<file path="src/rtl/sattr_pkg.sv">
package sattr_pkg;

    localparam int ADDR_W = 32;
    localparam int GRAIN  = 5;
    localparam int BLK_W  = ADDR_W - GRAIN;

    typedef logic [BLK_W-1:0] blk_t;

    typedef struct packed {
        logic ns;
        logic nsc;
    } attr_t;

    typedef struct packed {
        logic en;
        logic nsc;
        blk_t base;
        blk_t limit;
    } region_t;

    typedef struct packed {
        logic allns;
        logic tbl_on;
    } ctrl_t;

    localparam attr_t ATTR_SEC = '{ns: 1'b0, nsc: 1'b0};
    localparam attr_t ATTR_NS  = '{ns: 1'b1, nsc: 1'b0};
    localparam attr_t ATTR_NSC = '{ns: 1'b0, nsc: 1'b1};

    function automatic blk_t blk_of(input logic [ADDR_W-1:0] a);
        return a[ADDR_W-1:GRAIN];
    endfunction

    function automatic logic in_window(input blk_t b, input region_t r);
        return r.en && (b >= r.base) && (b <= r.limit);
    endfunction

endpackage

</file>
<file path="src/rtl/sattr_region_file.sv">
module sattr_region_file
    import sattr_pkg::*;
#(
    parameter int REGIONS = 8,
    parameter int SEL_W   = 5
) (
    input  logic              clk,
    input  logic              rst,
    input  logic              wr_en,
    input  logic [SEL_W-1:0]  wr_sel,
    input  logic [ADDR_W-1:0] wr_data,
    output ctrl_t             ctrl_o,
    output region_t           regs_o [REGIONS]
);

    ctrl_t ctrl_q;
    logic  unused_low_bits;

    assign unused_low_bits = ^wr_data[GRAIN-1:2];
    assign ctrl_o = ctrl_q;

    always_ff @(posedge clk) begin
        if (rst) begin
            ctrl_q <= '0;
        end else if (wr_en && wr_sel == '0) begin
            ctrl_q <= ctrl_t'(wr_data[1:0]);
        end
    end

    for (genvar g = 0; g < REGIONS; g++) begin : g_region
        localparam logic [SEL_W-1:0] SEL_BASE = SEL_W'(2 * g + 1);
        localparam logic [SEL_W-1:0] SEL_LIM  = SEL_W'(2 * g + 2);
        region_t r_q;

        always_ff @(posedge clk) begin
            if (rst) begin
                r_q <= '0;
            end else if (wr_en) begin
                if (wr_sel == SEL_BASE) begin
                    r_q.base <= blk_of(wr_data);
                end
                if (wr_sel == SEL_LIM) begin
                    r_q.limit <= blk_of(wr_data);
                    r_q.nsc   <= wr_data[1];
                    r_q.en    <= wr_data[0];
                end
            end
        end

        assign regs_o[g] = r_q;
    end

    AST_CTRL_WRITE: assert property (@(posedge clk) disable iff (rst)
        ($past(rst) == 1'b0 && $past(wr_en) && $past(wr_sel) == '0)
            |-> ctrl_o == ctrl_t'($past(wr_data[1:0]))) else $error("ctrl write");

    AST_CTRL_HOLD: assert property (@(posedge clk) disable iff (rst)
        ($past(rst) == 1'b0 && !($past(wr_en) && $past(wr_sel) == '0))
            |-> $stable(ctrl_o)) else $error("ctrl hold");

endmodule

</file>
<file path="src/rtl/sattr_region_match.sv">
module sattr_region_match
    import sattr_pkg::*;
#(
    parameter int REGIONS = 8,
    parameter int IDX_W   = 3
) (
    input  logic             clk,
    input  logic             rst,
    input  blk_t             blk_i,
    input  region_t          regs_i [REGIONS],
    output logic             single_o,
    output logic [IDX_W-1:0] idx_o,
    output logic             hit_nsc_o
);

    logic [REGIONS-1:0] hits;

    for (genvar g = 0; g < REGIONS; g++) begin : g_cmp
        assign hits[g] = in_window(blk_i, regs_i[g]);
    end

    always_comb begin
        idx_o = '0;
        for (int k = REGIONS - 1; k >= 0; k--) begin
            if (hits[k]) idx_o = IDX_W'(k);
        end
    end

    assign single_o  = ($countones(hits) == 1);
    assign hit_nsc_o = regs_i[idx_o].nsc;

    AST_SINGLE_POINTS_AT_HIT: assert property (@(posedge clk) disable iff (rst)
        single_o |-> hits[idx_o]) else $error("index not a hit");

    AST_SINGLE_IS_ONEHOT: assert property (@(posedge clk) disable iff (rst)
        single_o |-> $onehot0(hits) && hits != '0) else $error("single mismatch");

endmodule

</file>
<file path="src/rtl/sattr_merge.sv">
module sattr_merge
    import sattr_pkg::*;
#(
    parameter int                IDX_W     = 3,
    parameter int                FIX_RW    = 8,
    parameter logic [ADDR_W-1:0] EXEMPT_LO = 32'hE000_0000,
    parameter logic [ADDR_W-1:0] EXEMPT_HI = 32'hE00F_FFFF
) (
    input  logic              clk,
    input  logic              rst,
    input  logic [ADDR_W-1:0] addr_i,
    input  logic              fetch_i,
    input  logic              cur_sec_i,
    input  ctrl_t             ctrl_i,
    input  logic              single_i,
    input  logic [IDX_W-1:0]  idx_i,
    input  logic              hit_nsc_i,
    input  logic              fx_exempt_i,
    input  attr_t             fx_attr_i,
    input  logic [FIX_RW-1:0] fx_region_i,
    input  logic              fx_region_ok_i,
    output attr_t             attr_o,
    output logic [IDX_W-1:0]  tbl_idx_o,
    output logic              tbl_ok_o,
    output logic [FIX_RW-1:0] fx_region_o,
    output logic              fx_ok_o
);

    logic  fetch_top;
    logic  exempt;
    attr_t tbl_attr;
    attr_t merged;

    assign fetch_top = fetch_i && (addr_i[ADDR_W-1:ADDR_W-4] == 4'hF);
    assign exempt    = fx_exempt_i || ((addr_i >= EXEMPT_LO) && (addr_i <= EXEMPT_HI));

    always_comb begin
        if (!ctrl_i.tbl_on) begin
            tbl_attr = ctrl_i.allns ? ATTR_NS : ATTR_SEC;
        end else if (single_i) begin
            tbl_attr = hit_nsc_i ? ATTR_NSC : ATTR_NS;
        end else begin
            tbl_attr = ATTR_SEC;
        end
    end

    always_comb begin
        merged = tbl_attr;
        if (!fx_attr_i.ns && (tbl_attr.ns || (!fx_attr_i.nsc && tbl_attr.nsc))) begin
            merged.ns  = 1'b0;
            merged.nsc = fx_attr_i.nsc;
        end
    end

    always_comb begin
        attr_o      = merged;
        tbl_ok_o    = ctrl_i.tbl_on && single_i;
        fx_ok_o     = fx_region_ok_i;
        if (fetch_top) begin
            attr_o   = ATTR_SEC;
            tbl_ok_o = 1'b0;
            fx_ok_o  = 1'b0;
        end else if (exempt) begin
            attr_o   = '{ns: !cur_sec_i, nsc: 1'b0};
            tbl_ok_o = 1'b0;
            fx_ok_o  = 1'b0;
        end
        tbl_idx_o   = tbl_ok_o ? idx_i : '0;
        fx_region_o = fx_ok_o ? fx_region_i : '0;
    end

    AST_FETCH_TOP_SECURE: assert property (@(posedge clk) disable iff (rst)
        fetch_top |-> (!attr_o.ns && !attr_o.nsc && !tbl_ok_o && !fx_ok_o)) else $error("fetch");

    AST_EXEMPT_FOLLOWS_STATE: assert property (@(posedge clk) disable iff (rst)
        (!fetch_top && fx_exempt_i) |-> (attr_o.ns == !cur_sec_i && !attr_o.nsc)) else $error("exempt");

    AST_FIX_SECURE_WINS: assert property (@(posedge clk) disable iff (rst)
        (!fetch_top && !exempt && !fx_attr_i.ns) |-> !attr_o.ns) else $error("override");

    AST_NS_NSC_EXCL: assert property (@(posedge clk) disable iff (rst)
        !(attr_o.ns && attr_o.nsc)) else $error("ns and nsc");

    AST_DISABLED_NO_IDX: assert property (@(posedge clk) disable iff (rst)
        !ctrl_i.tbl_on |-> !tbl_ok_o) else $error("disabled idx");

endmodule

</file>
<file path="src/rtl/sec_attr_combiner.sv">
module sec_attr_combiner
    import sattr_pkg::*;
#(
    parameter int                REGIONS     = 8,
    parameter int                FIX_RW      = 8,
    parameter bit                FIX_PRESENT = 1'b1,
    parameter logic [31:0]       EXEMPT_LO   = 32'hE000_0000,
    parameter logic [31:0]       EXEMPT_HI   = 32'hE00F_FFFF,
    parameter int                IDX_W       = $clog2(REGIONS),
    parameter int                SEL_W       = $clog2(2 * REGIONS + 1)
) (
    input  logic              clk,
    input  logic              rst,
    input  logic              wr_en,
    input  logic [SEL_W-1:0]  wr_sel,
    input  logic [31:0]       wr_data,
    input  logic [31:0]       addr,
    input  logic              is_fetch,
    input  logic              cur_secure,
    input  logic              fix_exempt,
    input  logic              fix_ns,
    input  logic              fix_nsc,
    input  logic [FIX_RW-1:0] fix_region,
    input  logic              fix_region_ok,
    output logic              ns,
    output logic              nsc,
    output logic [IDX_W-1:0]  tbl_region,
    output logic              tbl_region_ok,
    output logic [FIX_RW-1:0] fix_region_out,
    output logic              fix_region_out_ok
);

    ctrl_t             ctrl;
    region_t           regs [REGIONS];
    logic              single;
    logic [IDX_W-1:0]  idx;
    logic              hit_nsc;
    logic              fx_exempt;
    attr_t             fx_attr;
    logic [FIX_RW-1:0] fx_region;
    logic              fx_region_ok;
    attr_t             attr;

    generate
        if (FIX_PRESENT) begin : g_fix
            assign fx_exempt    = fix_exempt;
            assign fx_attr      = '{ns: fix_ns, nsc: fix_nsc};
            assign fx_region    = fix_region;
            assign fx_region_ok = fix_region_ok;
        end else begin : g_nofix
            logic unused_fix;
            assign unused_fix   = fix_exempt ^ fix_ns ^ fix_nsc ^ (^fix_region) ^ fix_region_ok;
            assign fx_exempt    = 1'b0;
            assign fx_attr      = '{ns: 1'b1, nsc: 1'b1};
            assign fx_region    = '0;
            assign fx_region_ok = 1'b0;
        end
    endgenerate

    sattr_region_file #(.REGIONS(REGIONS), .SEL_W(SEL_W)) u_file (
        .clk     (clk),
        .rst     (rst),
        .wr_en   (wr_en),
        .wr_sel  (wr_sel),
        .wr_data (wr_data),
        .ctrl_o  (ctrl),
        .regs_o  (regs)
    );

    sattr_region_match #(.REGIONS(REGIONS), .IDX_W(IDX_W)) u_match (
        .clk       (clk),
        .rst       (rst),
        .blk_i     (blk_of(addr)),
        .regs_i    (regs),
        .single_o  (single),
        .idx_o     (idx),
        .hit_nsc_o (hit_nsc)
    );

    sattr_merge #(
        .IDX_W(IDX_W), .FIX_RW(FIX_RW), .EXEMPT_LO(EXEMPT_LO), .EXEMPT_HI(EXEMPT_HI)
    ) u_merge (
        .clk            (clk),
        .rst            (rst),
        .addr_i         (addr),
        .fetch_i        (is_fetch),
        .cur_sec_i      (cur_secure),
        .ctrl_i         (ctrl),
        .single_i       (single),
        .idx_i          (idx),
        .hit_nsc_i      (hit_nsc),
        .fx_exempt_i    (fx_exempt),
        .fx_attr_i      (fx_attr),
        .fx_region_i    (fx_region),
        .fx_region_ok_i (fx_region_ok),
        .attr_o         (attr),
        .tbl_idx_o      (tbl_region),
        .tbl_ok_o       (tbl_region_ok),
        .fx_region_o    (fix_region_out),
        .fx_ok_o        (fix_region_out_ok)
    );

    assign ns  = attr.ns;
    assign nsc = attr.nsc;

endmodule

</file>
<file path="config.mk">
export PLATFORM = sky130hd
export DESIGN_NAME = sec_attr_combiner
export DESIGN_NICKNAME = d
export VERILOG_FILES = /design/src/rtl/sattr_pkg.sv /design/src/rtl/sattr_region_file.sv /design/src/rtl/sattr_region_match.sv /design/src/rtl/sattr_merge.sv /design/src/rtl/sec_attr_combiner.sv
export SDC_FILE = /design/constraint.sdc
export NUM_CORES = 2
export LEC_CHECK = 0
export BUFFER_PORTS_ARGS = -buffer_cell sky130_fd_sc_hd__buf_2
export CAP_MARGIN = 0
export CORE_ASPECT_RATIO = 1.5
export CORE_MARGIN = 3
export CORE_UTILIZATION = 50
export CTS_BUF_LIST = sky130_fd_sc_hd__clkbuf_4 sky130_fd_sc_hd__clkbuf_8
export DETAILED_ROUTE_END_ITERATION = 8
export HOLD_SLACK_MARGIN = 0.05
export PLACE_DENSITY_LB_ADDON = 0.05
export RECOVER_POWER = 100
export SETUP_SLACK_MARGIN = 0.3
export SYNTH_ARGS = -nofsm -noshare
export SYNTH_HDL_FRONTEND = slang
export SYNTH_SLANG_ARGS = --single-unit
</file>
<file path="constraint.sdc">
create_clock -name clk -period 6.15 [get_ports clk]
set_input_delay 0.9225 -clock clk [delete_from_list [all_inputs] [get_ports clk]]
set_output_delay 0.9225 -clock clk [all_outputs]
set_load 0.01 [all_outputs]
</file>
[Yosys cells after proc, flatten, opt, wreduce, memory -nomap -nowiden]
Index checks and enable logic that the tools add are counted.
Storage, ports and cells
  flip-flop bits (word level): 450
  word-level logic and storage cells: 147
  input bits: 86
Cells by class
  reduce and logical (&&, ||, !) cells: 44
  eq/ne operators: 18
  magnitude comparators: 19
  muxes and demuxes: 24
  add/subtract/negate cells: 7
  bitwise operators: 1
Operators by type and width (count)
  $ge 27x27->1: 8
  $le 27x27->1: 8
  $bmux 56 s3: 1
  $mux 55: 2
  $add 32x32->32: 3
  $eq 5x4->1 const B: 8
  $eq 32x2->1 const B: 1
  $ge 32x32->1 const B: 1
  $le 32x32->1 const B: 1
  $reduce_and 2->1: 16
  $mux 3: 9
  $logic_and 1x1->1: 22
  $eq 5x3->1 const B: 4
  $mux 2: 7
  $eq 5x2->1 const B: 2
  $add 1x1->2: 4
  $mux 8: 1
  $eq 5x1->1 const B: 1
  $eq 5x5->1 const B: 1
  $logic_not 5->1: 1
  $eq 4x4->1 const B: 1
  $ge 4x4->1 const B: 1
  $mux 1: 4
  $not 3->4: 1
  other kinds (2): 5

[Depth between registers and ports, before layout]
  depth after elaboration: 24
  depth in mapped cells: 24
  mapped depth without buffers: 24

[Hierarchy]
A second synthesis with hierarchy kept.
Unflattened totals
  cell total of the unflattened synthesis: 3180
  area, all modules: 29120.4 um2
Modules (own cells, without submodules)
  sattr_region_file: sequential area each 9008.6 um2, cells each 1561, area an instance 17536.8 um2, instances 1
  sattr_region_match: sequential area each 0.0 um2, cells each 1579, area an instance 11222.0 um2, instances 1
  sattr_merge: sequential area each 0.0 um2, cells each 40, area an instance 361.6 um2, instances 1

[Worst setup path after synthesis]
OpenSTA, ideal clock, no wires.
  path type: input to output
  start: input port addr[25]
  end: output port tbl_region[1]
  buffers on the path: 0
  stages on the path: 22
  data arrival time: 5839 ps
  slack: -611 ps
  cells stage by stage: ha_1 -> a21o_1 -> a21o_1 -> a21o_1 -> a21o_1 -> a21oi_1 -> o21ai_0 -> a2111oi_0 -> o21ai_0 -> o211ai_1 -> o221a_2 -> o31a_1 -> ha_1 -> inv_1 -> fa_1 -> fa_1 -> inv_1 -> ha_1 -> fa_1 -> nor4_1 -> nand2_1 -> nor3_1
On the way
  longest elaborated chain between the ends: 12
Ends and longest elaborated chain
  start, declared: RTL line sec_attr_combiner.sv:17  | input logic [31:0] addr,
  parallel branches: the longest is 11 deep, another holds $add 32x32->32
  $mux 3 *: RTL line sattr_merge.sv:68  | tbl_idx_o = tbl_ok_o ? idx_i : '0;
  end, declared: RTL line sec_attr_combiner.sv:27  | output logic [IDX_W-1:0] tbl_region,
Every way passes the cells marked *.

[Final worst setup path]
  start: input port addr[7]
  end: output port tbl_region[1]
The elaborated chain is that of the path after synthesis.

==> out/metrics.yaml <==
run_status: "finished with violations"
violations: "max-capacitance violations, max-slew violations, negative setup slack"
netlist_area_mm2: 0.02708
whs_ns: 0.4520
p_leak_uw: 0.01156
worst_r2r_path_depth: 2
htreeDepth: 3
std_cell_rows: 103
syn-num-nets: 4172
antenna_found_initial: 1
synth_fa_ha_area_share_pct: 20.58
async_reset_ff_share_pct: 0
synth_top_family_by_area: "adder cells"
ys_ff_latch: 450
grt_overflow: 0
holdCritPathClass: "flip-flop to flip-flop"
cts_max_path_buffers: 3
r2r_slack_ns: 5.33
cap_violations: 7
hold_violations: 0
cts_buffers: 75
worst-path-max-fanout: 4
skew_ns: 0
critPathKind: "input port to primary output"
final_net_count: 4371
cts-root-buf: "clkbuf_8"
rsz0062_at_grt: "yes"
drv_slew: 535
drive_gt1_share_pct: 13.21
period_needed_ns: 6.938
die_h_um: 291.0
worstPathRequired_ns: 5.23
peakVddDrop_uv: 194.6
grt_usage_pct: 31.25
fillerInstances: 5011
via_per_inst: 5.592
grt_pass1_wl_um: 139500
synth_compound_area_share_pct: 17.72
synth_mux_area_share_pct: 0.1155
max_freq_mhz: 144.1
die_area_mm2: 0.05705
start_kind: "input port"
portBuffers: 92
postRouteAntennaNets: 0
cts_tree: "built"
core_area_mm2: 0.05310
postRouteWirelength_um: 91160
arrival_ns: 6.02
clock_sinks: 450
routedWlPerCell_um: 19.93
first_iter_violations: 1551
clk_latency_ns: 0.65
seq_area_mm2: 0.009019
syn_avg_cell_area_um2: 7.434
synth_cells: 3643
drc: 0
syn2layout_area_growth_pct: 15.68
synth_edf_count: 0
ys_seq_area_share_pct: 33.26
io_pins: 101
synth-xor-area-share_pct: 0.03234
ys_warn_count: 0
start_util_pct: 51.01
slew-limit-headroom_pct: -159.9
first_global_vias: 25300
crit_path_end_kind: "primary output"
synth-simple-area-share_pct: 19.51
hpwl_um: 63570
fin_ws_ns: -0.7877
synthFlopType: "dfxtp_1"
clkTransAtPathRegs_ns: 0.06
routabilityCongestion: 0.9629
worst_pin_slew_ns: 3.898
grt_max_degree: 180
multi_input_comb_area_mm2: 0.01607
finalSetupViolations: 6
die_w_um: 196.0
drt_first_pass_iters: 6
dr_total_vias: 25580
powerDensity_mw_per_mm2: 209.7
fin_util_pct: 59.00
postCtsHoldBufs: 0
min_path_cells: 2
ys_types: 74
finalCritPeriodShare_pct: 112.8
[logic make-up after synthesis]
group | Yosys count
DFF | 450
and+or+nand+nor | 1277
muxes | 3
adders and majority gates | 443
xor gates and xnor gates | 1
buffers and inverters | 633
AOI/OAI and AO/OA | 836
[sequential cells by signal, summed over array words and instances, names as in the netlist]
name	count
u_file.ctrl_o	2
u_file.regs_o	448
[worst paths after layout]
path                                                       from                         endpoint
worst max-delay path                                    addr[7]                    tbl_region[1]
worst min-delay path            u_file.regs_o[196]$_SDFFE_PP0P_  u_file.regs_o[196]$_SDFFE_PP0P_
worst max register to register  u_file.regs_o[447]$_SDFFE_PP0P_  u_file.regs_o[447]$_SDFFE_PP0P_
worst min register to register  u_file.regs_o[196]$_SDFFE_PP0P_  u_file.regs_o[196]$_SDFFE_PP0P_
[cell usage in the layout, fill, tap and decap left out, types with 7 or more instances in the layout]
cell type | netlist | final
o211ai_1 | 10 | 10
dfxtp_1 | 450 | 442
clkbuf_8 | 0 | 93
nand2_1 | 979 | 977
a211o_1 | 7 | 7
a211oi_1 | 19 | 19
buf_6 | 0 | 8
o21a_1 | 25 | 25
inv_1 | 441 | 434
o21ai_0 | 64 | 54
a21o_1 | 61 | 61
nor2b_1 | 26 | 26
buf_2 | 0 | 76
dfxtp_2 | 0 | 8
ha_4 | 0 | 14
ha_1 | 439 | 423
nor2_1 | 73 | 63
clkbuf_4 | 0 | 26
nand3_1 | 55 | 54
nor2_2 | 0 | 8
and3_1 | 13 | 13
clkbuf_1 | 187 | 13
buf_4 | 0 | 209
nand2b_1 | 9 | 9
a21oi_1 | 574 | 571
nor3_1 | 28 | 23
nand4_1 | 58 | 58
o21ai_1 | 4 | 11
[stage by stage]
stage	setup TNS [ns]	cells	power, µW	setup slack [ns]	area (µm²)
after floorplan	0	3643	3450	0.03666	27210
after global placement	-6.251	4439	3812	-1.103	29560
after detailed placement	-6.545	4439	3839	-1.154	29560
after CTS	-3.868	4570	6618	-0.7082	31200
after global routing	-5.355	4574	6832	-0.9294	31330
final	-4.438	4574	6570	-0.7877	31330
[Yosys cell counts, types with 3 or more instances]
master	number	area (µm²)
nand2_1	979	3675
a21oi_1	574	2873
dfxtp_1	450	9009
inv_1	441	1655
ha_1	439	5493
clkbuf_1	187	701.9
nor2_1	73	274.0
o21ai_0	64	320.3
a21o_1	61	457.9
nand4_1	58	362.9
nand3_1	55	275.3
nor3_1	28	140.1
nor2b_1	26	162.7
o21a_1	25	187.7
a211oi_1	19	142.6
and3_1	13	81.33
o211ai_1	10	75.07
nand2b_1	9	56.30
nor4_1	8	50.05
a211o_1	7	61.31
a31oi_1	5	31.28
a41o_1	5	50.05
and2_1	5	31.28
buf_1	5	18.77
and4_1	4	35.03
fa_1	4	80.08
o21ai_1	4	20.02
o221ai_1	4	35.03
o31ai_1	4	30.03
or2_2	4	25.02
a2111oi_0	3	26.28
a21boi_0	3	22.52
a221o_1	3	30.03
nand3b_1	3	22.52
o2111a_1	3	33.78
o2111ai_1	3	26.28
o21bai_1	3	22.52
o31a_1	3	26.28
o32ai_1	3	26.28
[power by group]
part / internal (µW) / total, µW / switching, µW
clock network: 1500 / 2770 / 1270
logic: 316 / 850 / 534
registers: 2940 / 2950 / 10.8
[critical path, cell delays in order]
cell      delay, ns
buf_4          0.15
ha_1           0.30
nand4_1        0.10
buf_4          0.19
or4_4          0.44
or4_4          0.44
a32oi_2        0.17
o211ai_1       0.13
or2_1          0.26
inv_1          0.07
ha_2           0.17
inv_2          0.04
fa_1           0.56
fa_1           0.43
inv_1          0.07
ha_2           0.17
fa_2           0.45
nor4_4         0.32
nand2_2        0.21
nor3_4         0.23
buf_2          0.16
[routing by layer]
layer	wire length [µm]	up-vias	GRT usage (%)
met2	44740	694	55.51
li1	-	12480	-
met5	0	-	0
met4	5336	0	16.81
met3	4450	237	3.323
met1	36630	12170	36.71
[area by class of cell]
cell class / count / share of cell area, %
well taps: 682 / 2.724
flip-flops and latches: 450 / 28.79
clock buffers: 118 / 4.685
inverters: 441 / 5.296
multi-input cells: 2560 / 51.28
repair buffers: 314 / 7.073
diodes: 1 / 0.007988
clock inverters: 8 / 0.1438
[repair_timing]
item                                    4_1_cts  5_1_grt
endpoints found under the setup margin        6        6
resized for setup                            17       36
setup buffers                                 5        3
pin swaps                                     8       23
Note: power is estimated with default switching activity, not from simulation.
